--- src/rtl/lbs_pkg.sv ---
package lbs_pkg;
  // bit times covered between first and last measured falling edge
  localparam int unsigned SPAN_BITS = 8;
  // UART samples per bit in the divisor relation rate = Fclk/(4(X+1))
  localparam int unsigned OVS       = 4;
  localparam int unsigned EDGES     = SPAN_BITS / 2 + 1;
  localparam int unsigned SHIFT     = $clog2(OVS * SPAN_BITS);

  typedef enum logic [1:0] {
    MS_IDLE,
    MS_HUNT,
    MS_SPAN
  } meas_st_e;
endpackage

--- src/rtl/lbs_vote.sv ---
module lbs_vote (
  input  logic clk,
  input  logic rst_n,
  input  logic rx_in,
  output logic rx_maj
);
  logic [2:0] smp_q;
  logic       maj_q;
  logic       maj_d;

  assign maj_d = (smp_q[0] & smp_q[1]) | (smp_q[1] & smp_q[2]) | (smp_q[0] & smp_q[2]);

  always_ff @(posedge clk or negedge rst_n) begin
    if (!rst_n) begin
      smp_q <= '1;
      maj_q <= 1'b1;
    end else begin
      smp_q <= {smp_q[1:0], rx_in};
      maj_q <= maj_d;
    end
  end

  assign rx_maj = maj_q;

  // a lone low sample between two highs never reaches the output
  single_pulse_chk: assert property (@(posedge clk) disable iff (!rst_n)
    (smp_q == 3'b101) |=> maj_q);
endmodule

--- src/rtl/lbs_fedge.sv ---
module lbs_fedge (
  input  logic clk,
  input  logic rst_n,
  input  logic line,
  output logic fall
);
  logic prev_q;

  always_ff @(posedge clk or negedge rst_n) begin
    if (!rst_n) prev_q <= 1'b1;
    else        prev_q <= line;
  end

  assign fall = prev_q & ~line;
endmodule

--- src/rtl/lbs_meas.sv ---
module lbs_meas #(
  parameter int unsigned CW       = 22,
  parameter int unsigned EDGE_TMO = 1 << 20
) (
  input  logic          clk,
  input  logic          rst_n,
  input  logic          arm,
  input  logic          fall,
  output logic          done,
  output logic          tmo,
  output logic [CW-1:0] count
);
  import lbs_pkg::*;

  localparam int unsigned GW = $clog2(EDGE_TMO + 1);
  localparam int unsigned EW = $clog2(EDGES + 1);

  meas_st_e      st_q;
  logic [CW-1:0] span_q;
  logic [CW-1:0] cap_q;
  logic [GW-1:0] gap_q;
  logic [EW-1:0] nedge_q;
  logic          done_q;
  logic          tmo_q;

  always_ff @(posedge clk or negedge rst_n) begin
    if (!rst_n) begin
      st_q    <= MS_IDLE;
      span_q  <= '0;
      cap_q   <= '0;
      gap_q   <= '0;
      nedge_q <= '0;
      done_q  <= 1'b0;
      tmo_q   <= 1'b0;
    end else begin
      done_q <= 1'b0;
      tmo_q  <= 1'b0;
      if (arm) begin
        st_q <= MS_HUNT;
      end else begin
        case (st_q)
          MS_HUNT: begin
            if (fall) begin
              st_q    <= MS_SPAN;
              span_q  <= CW'(1);
              gap_q   <= GW'(1);
              nedge_q <= EW'(1);
            end
          end
          MS_SPAN: begin
            if (span_q != '1) span_q <= span_q + CW'(1);
            if (fall) begin
              gap_q   <= GW'(1);
              nedge_q <= nedge_q + EW'(1);
              if (nedge_q == EW'(EDGES - 1)) begin
                cap_q  <= span_q;
                done_q <= 1'b1;
                st_q   <= MS_IDLE;
              end
            end else if (gap_q >= GW'(EDGE_TMO)) begin
              tmo_q <= 1'b1;
              st_q  <= MS_IDLE;
            end else begin
              gap_q <= gap_q + GW'(1);
            end
          end
          default: ;
        endcase
      end
    end
  end

  assign done  = done_q;
  assign tmo   = tmo_q;
  assign count = cap_q;


  one_end_chk: assert property (@(posedge clk) disable iff (!rst_n)
    !(done_q && tmo_q));

  gap_bound_chk: assert property (@(posedge clk) disable iff (!rst_n)
    (st_q == MS_SPAN) |-> (gap_q <= GW'(EDGE_TMO)));

  edge_limit_chk: assert property (@(posedge clk) disable iff (!rst_n)
    (st_q == MS_SPAN) |-> (nedge_q < EW'(EDGES) && nedge_q != '0));

  idle_quiet_chk: assert property (@(posedge clk) disable iff (!rst_n)
    (st_q == MS_IDLE && !arm) |=> !done_q && !tmo_q);
endmodule

--- src/rtl/lbs_judge.sv ---
module lbs_judge #(
  parameter int unsigned CW      = 22,
  parameter int unsigned DIV_W   = 16,
  parameter int unsigned NOM_DIV = 27,
  parameter int unsigned ERR_PCT = 15,
  parameter int unsigned MIN_DIV = 25
) (
  input  logic             clk,
  input  logic             rst_n,
  input  logic             done,
  input  logic             tmo,
  input  logic [CW-1:0]    count,
  output logic [DIV_W-1:0] div,
  output logic             div_valid,
  output logic             sync_err
);
  import lbs_pkg::*;

  localparam longint NOM_CNT = longint'(NOM_DIV + 1) * longint'(OVS * SPAN_BITS);
  localparam longint LO_L    = NOM_CNT * longint'(100 - ERR_PCT) / 100;
  localparam longint HI_L    = NOM_CNT * longint'(100 + ERR_PCT) / 100;
  localparam logic [CW-1:0] LO_C   = LO_L[CW-1:0];
  localparam logic [CW-1:0] HI_C   = HI_L[CW-1:0];
  localparam logic [CW-1:0] HALF_C = CW'(1) << (SHIFT - 1);
  localparam logic [CW-1:0] MIN_C  = CW'(MIN_DIV);
  localparam logic [CW-1:0] MAX_C  = CW'((64'd1 << DIV_W) - 64'd1);

  logic [CW-1:0]    rnd;
  logic [CW-1:0]    cand;
  logic             sat;
  logic             in_win;
  logic             in_rng;
  logic             accept;
  logic [DIV_W-1:0] div_q;
  logic             valid_q;
  logic             err_q;

  always_comb begin
    sat    = (count == '1);
    rnd    = (count + HALF_C) >> SHIFT;
    cand   = rnd - CW'(1);
    in_win = (count >= LO_C) && (count <= HI_C);
    in_rng = (cand > MIN_C) && (cand <= MAX_C) && (rnd != '0);
    accept = !sat && in_win && in_rng;
  end

  always_ff @(posedge clk or negedge rst_n) begin
    if (!rst_n) begin
      div_q   <= DIV_W'(NOM_DIV);
      valid_q <= 1'b0;
      err_q   <= 1'b0;
    end else begin
      valid_q <= done && accept;
      err_q   <= tmo || (done && !accept);
      if (done && accept) div_q <= cand[DIV_W-1:0];
    end
  end

  assign div       = div_q;
  assign div_valid = valid_q;
  assign sync_err  = err_q;


  excl_strobe_chk: assert property (@(posedge clk) disable iff (!rst_n)
    !(valid_q && err_q));

  short_strobe_chk: assert property (@(posedge clk) disable iff (!rst_n)
    (valid_q || err_q) |=> !(valid_q || err_q));

  div_hold_chk: assert property (@(posedge clk) disable iff (!rst_n)
    !$stable(div_q) |-> valid_q);

  div_floor_chk: assert property (@(posedge clk) disable iff (!rst_n)
    valid_q |-> (div_q > DIV_W'(MIN_DIV)));
endmodule

--- src/rtl/lin_baud_sync.sv ---
module lin_baud_sync #(
  parameter int unsigned DIV_W    = 16,
  parameter int unsigned NOM_DIV  = 27,
  parameter int unsigned ERR_PCT  = 15,
  parameter int unsigned MIN_DIV  = 25,
  parameter int unsigned EDGE_TMO = 1 << 20
) (
  input  logic             clk,
  input  logic             rst_n,
  input  logic             rx_in,
  input  logic             arm,
  output logic             rx_maj,
  output logic [DIV_W-1:0] baud_div,
  output logic             div_valid,
  output logic             sync_err
);
  import lbs_pkg::*;

  localparam int unsigned CW = DIV_W + SHIFT + 1;

  logic          maj;
  logic          fall;
  logic          m_done;
  logic          m_tmo;
  logic [CW-1:0] m_cnt;

  lbs_vote u_vote (
    .clk    (clk),
    .rst_n  (rst_n),
    .rx_in  (rx_in),
    .rx_maj (maj)
  );

  lbs_fedge u_fedge (
    .clk   (clk),
    .rst_n (rst_n),
    .line  (maj),
    .fall  (fall)
  );

  lbs_meas #(
    .CW       (CW),
    .EDGE_TMO (EDGE_TMO)
  ) u_meas (
    .clk   (clk),
    .rst_n (rst_n),
    .arm   (arm),
    .fall  (fall),
    .done  (m_done),
    .tmo   (m_tmo),
    .count (m_cnt)
  );

  lbs_judge #(
    .CW      (CW),
    .DIV_W   (DIV_W),
    .NOM_DIV (NOM_DIV),
    .ERR_PCT (ERR_PCT),
    .MIN_DIV (MIN_DIV)
  ) u_judge (
    .clk       (clk),
    .rst_n     (rst_n),
    .done      (m_done),
    .tmo       (m_tmo),
    .count     (m_cnt),
    .div       (baud_div),
    .div_valid (div_valid),
    .sync_err  (sync_err)
  );

  assign rx_maj = maj;
endmodule

--- config.mk ---
export PLATFORM = sky130hd
export DESIGN_NAME = lin_baud_sync
export DESIGN_NICKNAME = d
export VERILOG_FILES = /design/src/rtl/lbs_pkg.sv /design/src/rtl/lbs_vote.sv /design/src/rtl/lbs_fedge.sv /design/src/rtl/lbs_meas.sv /design/src/rtl/lbs_judge.sv /design/src/rtl/lin_baud_sync.sv
export SDC_FILE = /design/constraint.sdc
export NUM_CORES = 1
export LEC_CHECK = 0
export CORE_ASPECT_RATIO = 1.1
export CORE_MARGIN = 2
export CORE_UTILIZATION = 57
export CTS_BUF_LIST = sky130_fd_sc_hd__clkbuf_4
export CTS_CLUSTER_SIZE = 24
export DETAILED_ROUTE_END_ITERATION = 8
export PLACE_DENSITY = 0.76
export SLEW_MARGIN = 25
export SYNTH_ARGS = -nofsm -noshare
export SYNTH_HDL_FRONTEND = slang
export SYNTH_SLANG_ARGS = --single-unit
--- constraint.sdc ---
create_clock -name clk -period 3.05 [get_ports clk]
set_input_delay 0.61 -clock clk [delete_from_list [all_inputs] [get_ports clk]]
set_output_delay 0.61 -clock clk [all_outputs]
set_load 0.01 [all_outputs]
# After elaboration in Yosys (flattened, before gate mapping)
# Cells that the tools add are included.
# word_totals
register_bits	95
inputBits	4
out_inout_bits	19
# classes
n_addsub	5
n_lt_le_gt_ge	5
n_eq_ne	12
mux	24
n_bitwise	8
n_reduce_logical	18
# ops
operator	count
2-to-1 mux 21 bit	3
2-to-1 mux 22 bit	2
one-hot mux 22 bit (2 select lines)	1
one-hot mux 21 bit (2 select lines)	1
adder 22 x 1 -> 22 bit, second input constant	1
adder 22 x 5 -> 22 bit, second input constant	1
equality test 22 bit, second input constant	1
>= comparator 22 x 10 -> 1 bit, second input constant	1
> comparator 22 x 5 -> 1 bit, second input constant	1
less-or-equal comparator 22 x 11 -> 1 bit, second input constant	1
less-or-equal comparator 22 x 16 -> 1 bit, second input constant	1
!= test 22 bit, second input constant	1
nonzero test 22 bit	1
adder 21 x 1 -> 21 bit, second input constant	1
>= comparator 21 bit, second input constant	1
AND reduction 4 bit	5
subtractor 17 x 1 -> 18 bit, second input constant	1
2-to-1 mux 2 bit	5
2-to-1 mux 1 bit	8
!= test 4 x 3 -> 1 bit, second input constant	2
logical AND 1 bit	7
2-to-1 mux 3 bit	2
!= test 3 bit, second input constant	2
one-hot mux 3 bit (2 select lines)	1
14 further kinds	21

# Logic depth before layout (Yosys ltp)
# depth
word_depth	9
depth_mapped	13
depth_no_buf	11

# Cells and area by module
# A second synthesis with hierarchy kept.
# unflattened
cells_unflattened	547
area_unflattened_um2	5520.3
# by_module_without_submodules
mod	instances	cells_each	area_per_inst_um2
lbs_meas	1	351	3698.5
lbs_judge	1	189	1665.3
lbs_vote	1	5	116.4
lbs_fedge	1	2	40.0

# Worst setup path before layout
# Ideal clock, no wire load.
# synth_timing
path_kind	reg-to-reg
start	reg u_meas.cap_q[4], in the netlist u_meas.count[4]
end	reg u_judge.div_q[5], in the netlist u_judge.div[5]
setup_time_ns	0.125
arrival_ns	3.143
setup_slack_ns	-0.218
path_stages_with_launch	13
path_buffers	2
period_less_slack_ns	3.268
path_cell_list	dfrtp_1 ha_1 buf_4 and3_1 buf_4 a2111oi_2 a31oi_1 a221oi_2 mux2_2 mux2i_1 o21ai_0 a41oi_4 mux2_2
# synth_via
elab_chain_len	7
# synth_lines
element	line_no	text
start: declaration	lbs_meas.sv:20	logic [CW-1:0] cap_q;
start signal: assignment	lbs_meas.sv:56	cap_q <= span_q;
adder 22 x 5 -> 22 bit	lbs_judge.sv:40	rnd = (count + HALF_C) >> SHIFT;
subtractor 17 x 1 -> 18 bit	lbs_judge.sv:41	cand = rnd - CW'(1);
> comparator 22 x 5 -> 1 bit / less-or-equal comparator 22 x 16 -> 1 bit (equally long branches)	lbs_judge.sv:43	in_rng = (cand > MIN_C) && (cand <= MAX_C) && (rnd != '0);
logical AND 1 bit (2 in a row)	lbs_judge.sv:43	
logical AND 1 bit	lbs_judge.sv:44	accept = !sat && in_win && in_rng;
logical AND 1 bit	lbs_judge.sv:55	if (done && accept) div_q <= cand[DIV_W-1:0];
end signal: assignment	lbs_judge.sv:49	div_q <= DIV_W'(NOM_DIV);
end signal: assignment	lbs_judge.sv:55	
end: declaration	lbs_judge.sv:34	logic [DIV_W-1:0] div_q;
# Parallel ways exist; a longest one is shown, timed or not.
# A chain may end at the register's enable or synchronous reset.

# Worst setup path after layout
# layout_timing
start	reg u_meas.cap_q[5], in the netlist u_meas.count[5]
end	reg u_judge.div_q[5], in the netlist u_judge.div[5]
# Same word-level chain as after synthesis.

==> metrics <==
status finished with violations; failing checks setup timing; P&R area growth vs syn 18.7%; final worst setup slack -0.0825 ns; # rows 36; CP Max Fanout 7; CTS max path bufs 2; total track usage 0.233; final count of hold timing violations 0; fmax 319 MHz; initial antenna violation count 0; post-synthesis mux area share 0.0679; Synth area leader dfrtp_1; Finished Layout Cells 707; Post-Synth XOR/XNOR Area 0.0856; crit path time final 3.13 ns; Net Count, Synth 540; Main synth FF type dfrtp_1; Compound-Gate Fraction of Synth Area 0.100; via count 4021; Max-Cap Viols 0; metal1 wirelength 4.92 mm; flops & latches, synth 95; Pwr Density 332 nW/um^2; Post-Synth Adder-Cell Area 0.0331; TritonRoute pass-1 iters 4; Final Instance Area 6190 um^2; diodes inserted 0; Max VDD drop 318 uV; met3 wire len 365 um; Die Area 9930 um^2; DR iter-0 viols 229; Cells after DPL 682; vias in the first global route 4036; fill cell count 662; Post-Synth Simple-Gate Area 0.218; initial core utilization 0.588; htree depth 3; most frequent cells in the layout 83 x dfrtp_1, 56 x buf_4, 52 x nor2_1; commonest non-fill, non-tap cell in the layout dfrtp_1; register area share after synthesis 0.458; placed inst area 5860 um^2; WS Path Type flip-flop to flip-flop; synth warn 0; nets@finish 605; worst skew pair latency 0.45 ns; I/O Pins 23; slew margin rel. 0.563; clk_skew 0.0261 ns; Hold Buf Count CTS 0; CTS buffer count 9; RD Place Congestion 0.876; # DRC 0; root buffer cell clkbuf_4; CTS tree yes; share of cells above drive strength 1 0.261; IO Port Bufs 22; Final Power 2.05 mW; post-synth top area share 0.413; Die Wd 95.2 um; Syn Std Cell Area 5220 um^2; Least-Margin Pin Slew 0.655 ns; Post-synth EDFFs 0; post-synthesis async set-or-reset flop share 1.00; LEAKAGE 2.72 nW; pin count of the biggest net entering global routing 51; CP arrival 3.48 ns; fin crit share 1.03; fin. max-slew vios 0; Cell variety after synth 63; drt total wl 10.7 mm; top routing layer in use met4; largest family of logic cells by synthesized area simple AND/OR/NAND/NOR gates; crit path launch u_meas.count[5]; Post-Syn Instances 523; CP startpoint kind flip-flop; clk sinks 95; die height 104 um; Critical Path RT 3.40 ns; total gr overflow 0; Core Footprint 8870 um^2; Via density 5.69; syn avg cell area 9.97 um^2; DP Wirelength 7.75 mm; setup violators final 11; post-route ant nets 0; Worst-path clk slew 0.16 ns; setup TNS after final layout -0.330 ns; met2 routed WL 5.21 mm; Hold Crit Class primary input to async pin; r2r startpoint u_meas.count[5]; Util after Layout 0.698; global-route wire length before repair 18.5 mm; Area contributors post-synth dfrtp_1 41%, mux2_2 5.8%, xor2_1 5.0%; unrepaired setup endpoints after global routing yes; crit path capture type flip-flop; wire per inst 15.1 um
[logic make-up after synthesis]
| kind of cell | count (synthesis) |
|---|---|
| XOR/XNOR | 51 |
| adder cells (fa/ha/maj) | 14 |
| AND/OR/NAND/NOR | 216 |
| multiplexers | 32 |
| flip-flops | 95 |
| buffers and inverters | 44 |
| AO/OA/AOI/OAI | 71 |
[report_power, final]
part	switching [mW]	internal, mW	leakage [nW]
logic	0.0807	0.0494	1.40
registers	0.0321	1.29	1.26
clock network	0.431	0.169	0.0625
total	0.544	1.51	2.72
[final cells by class]
cell class / count / area [um^2] / area share
inverters: 18 / 67.6 / 0.0109
clock inverters: 7 / 47.5 / 0.00768
flip-flops and latches: 95 / 2390 / 0.386
clock buffers: 9 / 67.6 / 0.0109
repair buffers: 80 / 682 / 0.110
multi-input cells: 384 / 2790 / 0.451
well taps: 114 / 143 / 0.0230
[final timing paths]
check / slack [ns] / depth (start not counted) / to
worst min register to register: 0.36 / 0 / u_vote.smp_q[1]
min in group clk: 0.36 / 0 / u_vote.smp_q[1]
worst max register to register: -0.08 / 12 / u_judge.div[5]
worst min-delay path: 0.16 / 1 / u_judge.div[9]
max in group asynchronous: 2.21 / 2 / u_meas.count[13]
worst max-delay path: -0.08 / 12 / u_judge.div[5]
[registers in the layout (all words and copies together), names as in the netlist]
register,flops
u_meas.st_q,2
u_judge.div,16
u_fedge.prev_q,1
u_vote.rx_maj,1
u_meas.tmo,1
u_meas.count,22
u_vote.smp_q,3
u_meas.nedge_q,3
u_judge.sync_err,1
u_meas.span_q,22
u_judge.div_valid,1
u_meas.gap_q,21
u_meas.done,1
[worst max-delay path, stage by stage, from the launching register on]
cell and delay [ns]:
dfrtp_2 0.47, inv_2 0.09, ha_4 0.21, or4_4 0.43, o31ai_4 0.10, o31ai_4 0.13, a221oi_2 0.23, nand3_1 0.14
or4b_4 0.55, nand4_4 0.10, a41oi_4 0.13, buf_12 0.16, mux2_4 0.29
[what timing repair did]
action | in CTS | in global routing
buffers inserted | 5 | 4
pin swaps | 4 | 6
resized for setup | 17 | 17
endpoints found under the setup margin | 17 | 18
[layer usage]
layer	GRT usage	vias up
met4	0.0766	0
li1	-	1977
met3	0.0471	20
met2	0.371	66
met1	0.317	1958
met5	0	-
[through the flow]
step           hold slack (ns)  setup slack [ns]
6_report                 0.155           -0.0825
5_1_grt                  0.179            -0.190
4_1_cts                  0.154            -0.111
3_5_place_dp             0.361            -0.232
3_3_place_gp             0.359            -0.103
2_1_floorplan            0.314           -0.0674
[synthesized netlist by cell type (all sizes together) (2+ instances only)]
library cell and n:
dfrtp 86, nor2 54, nand2 39, xor2 30, nand3 29, mux2 27
o21ai 23, xnor2 21, nand4 20, clkbuf 18, inv 18, ha 13
nor2b 13, a21oi 11, and3 11, or3 10, dfstp 9, buf 8
nor3 8, and4 6, mux2i 5, o31ai 5, a21o 4, nor4 4
a211oi 3, a31oi 3, nand3b 3, o21a 3, o22ai 3, or2 3
or4 3, a221oi 2, and2 2, nand2b 2, nand4b 2, nor3b 2
nor4b 2, or4b 2
Note: power is estimated with default switching activity, not from simulation.
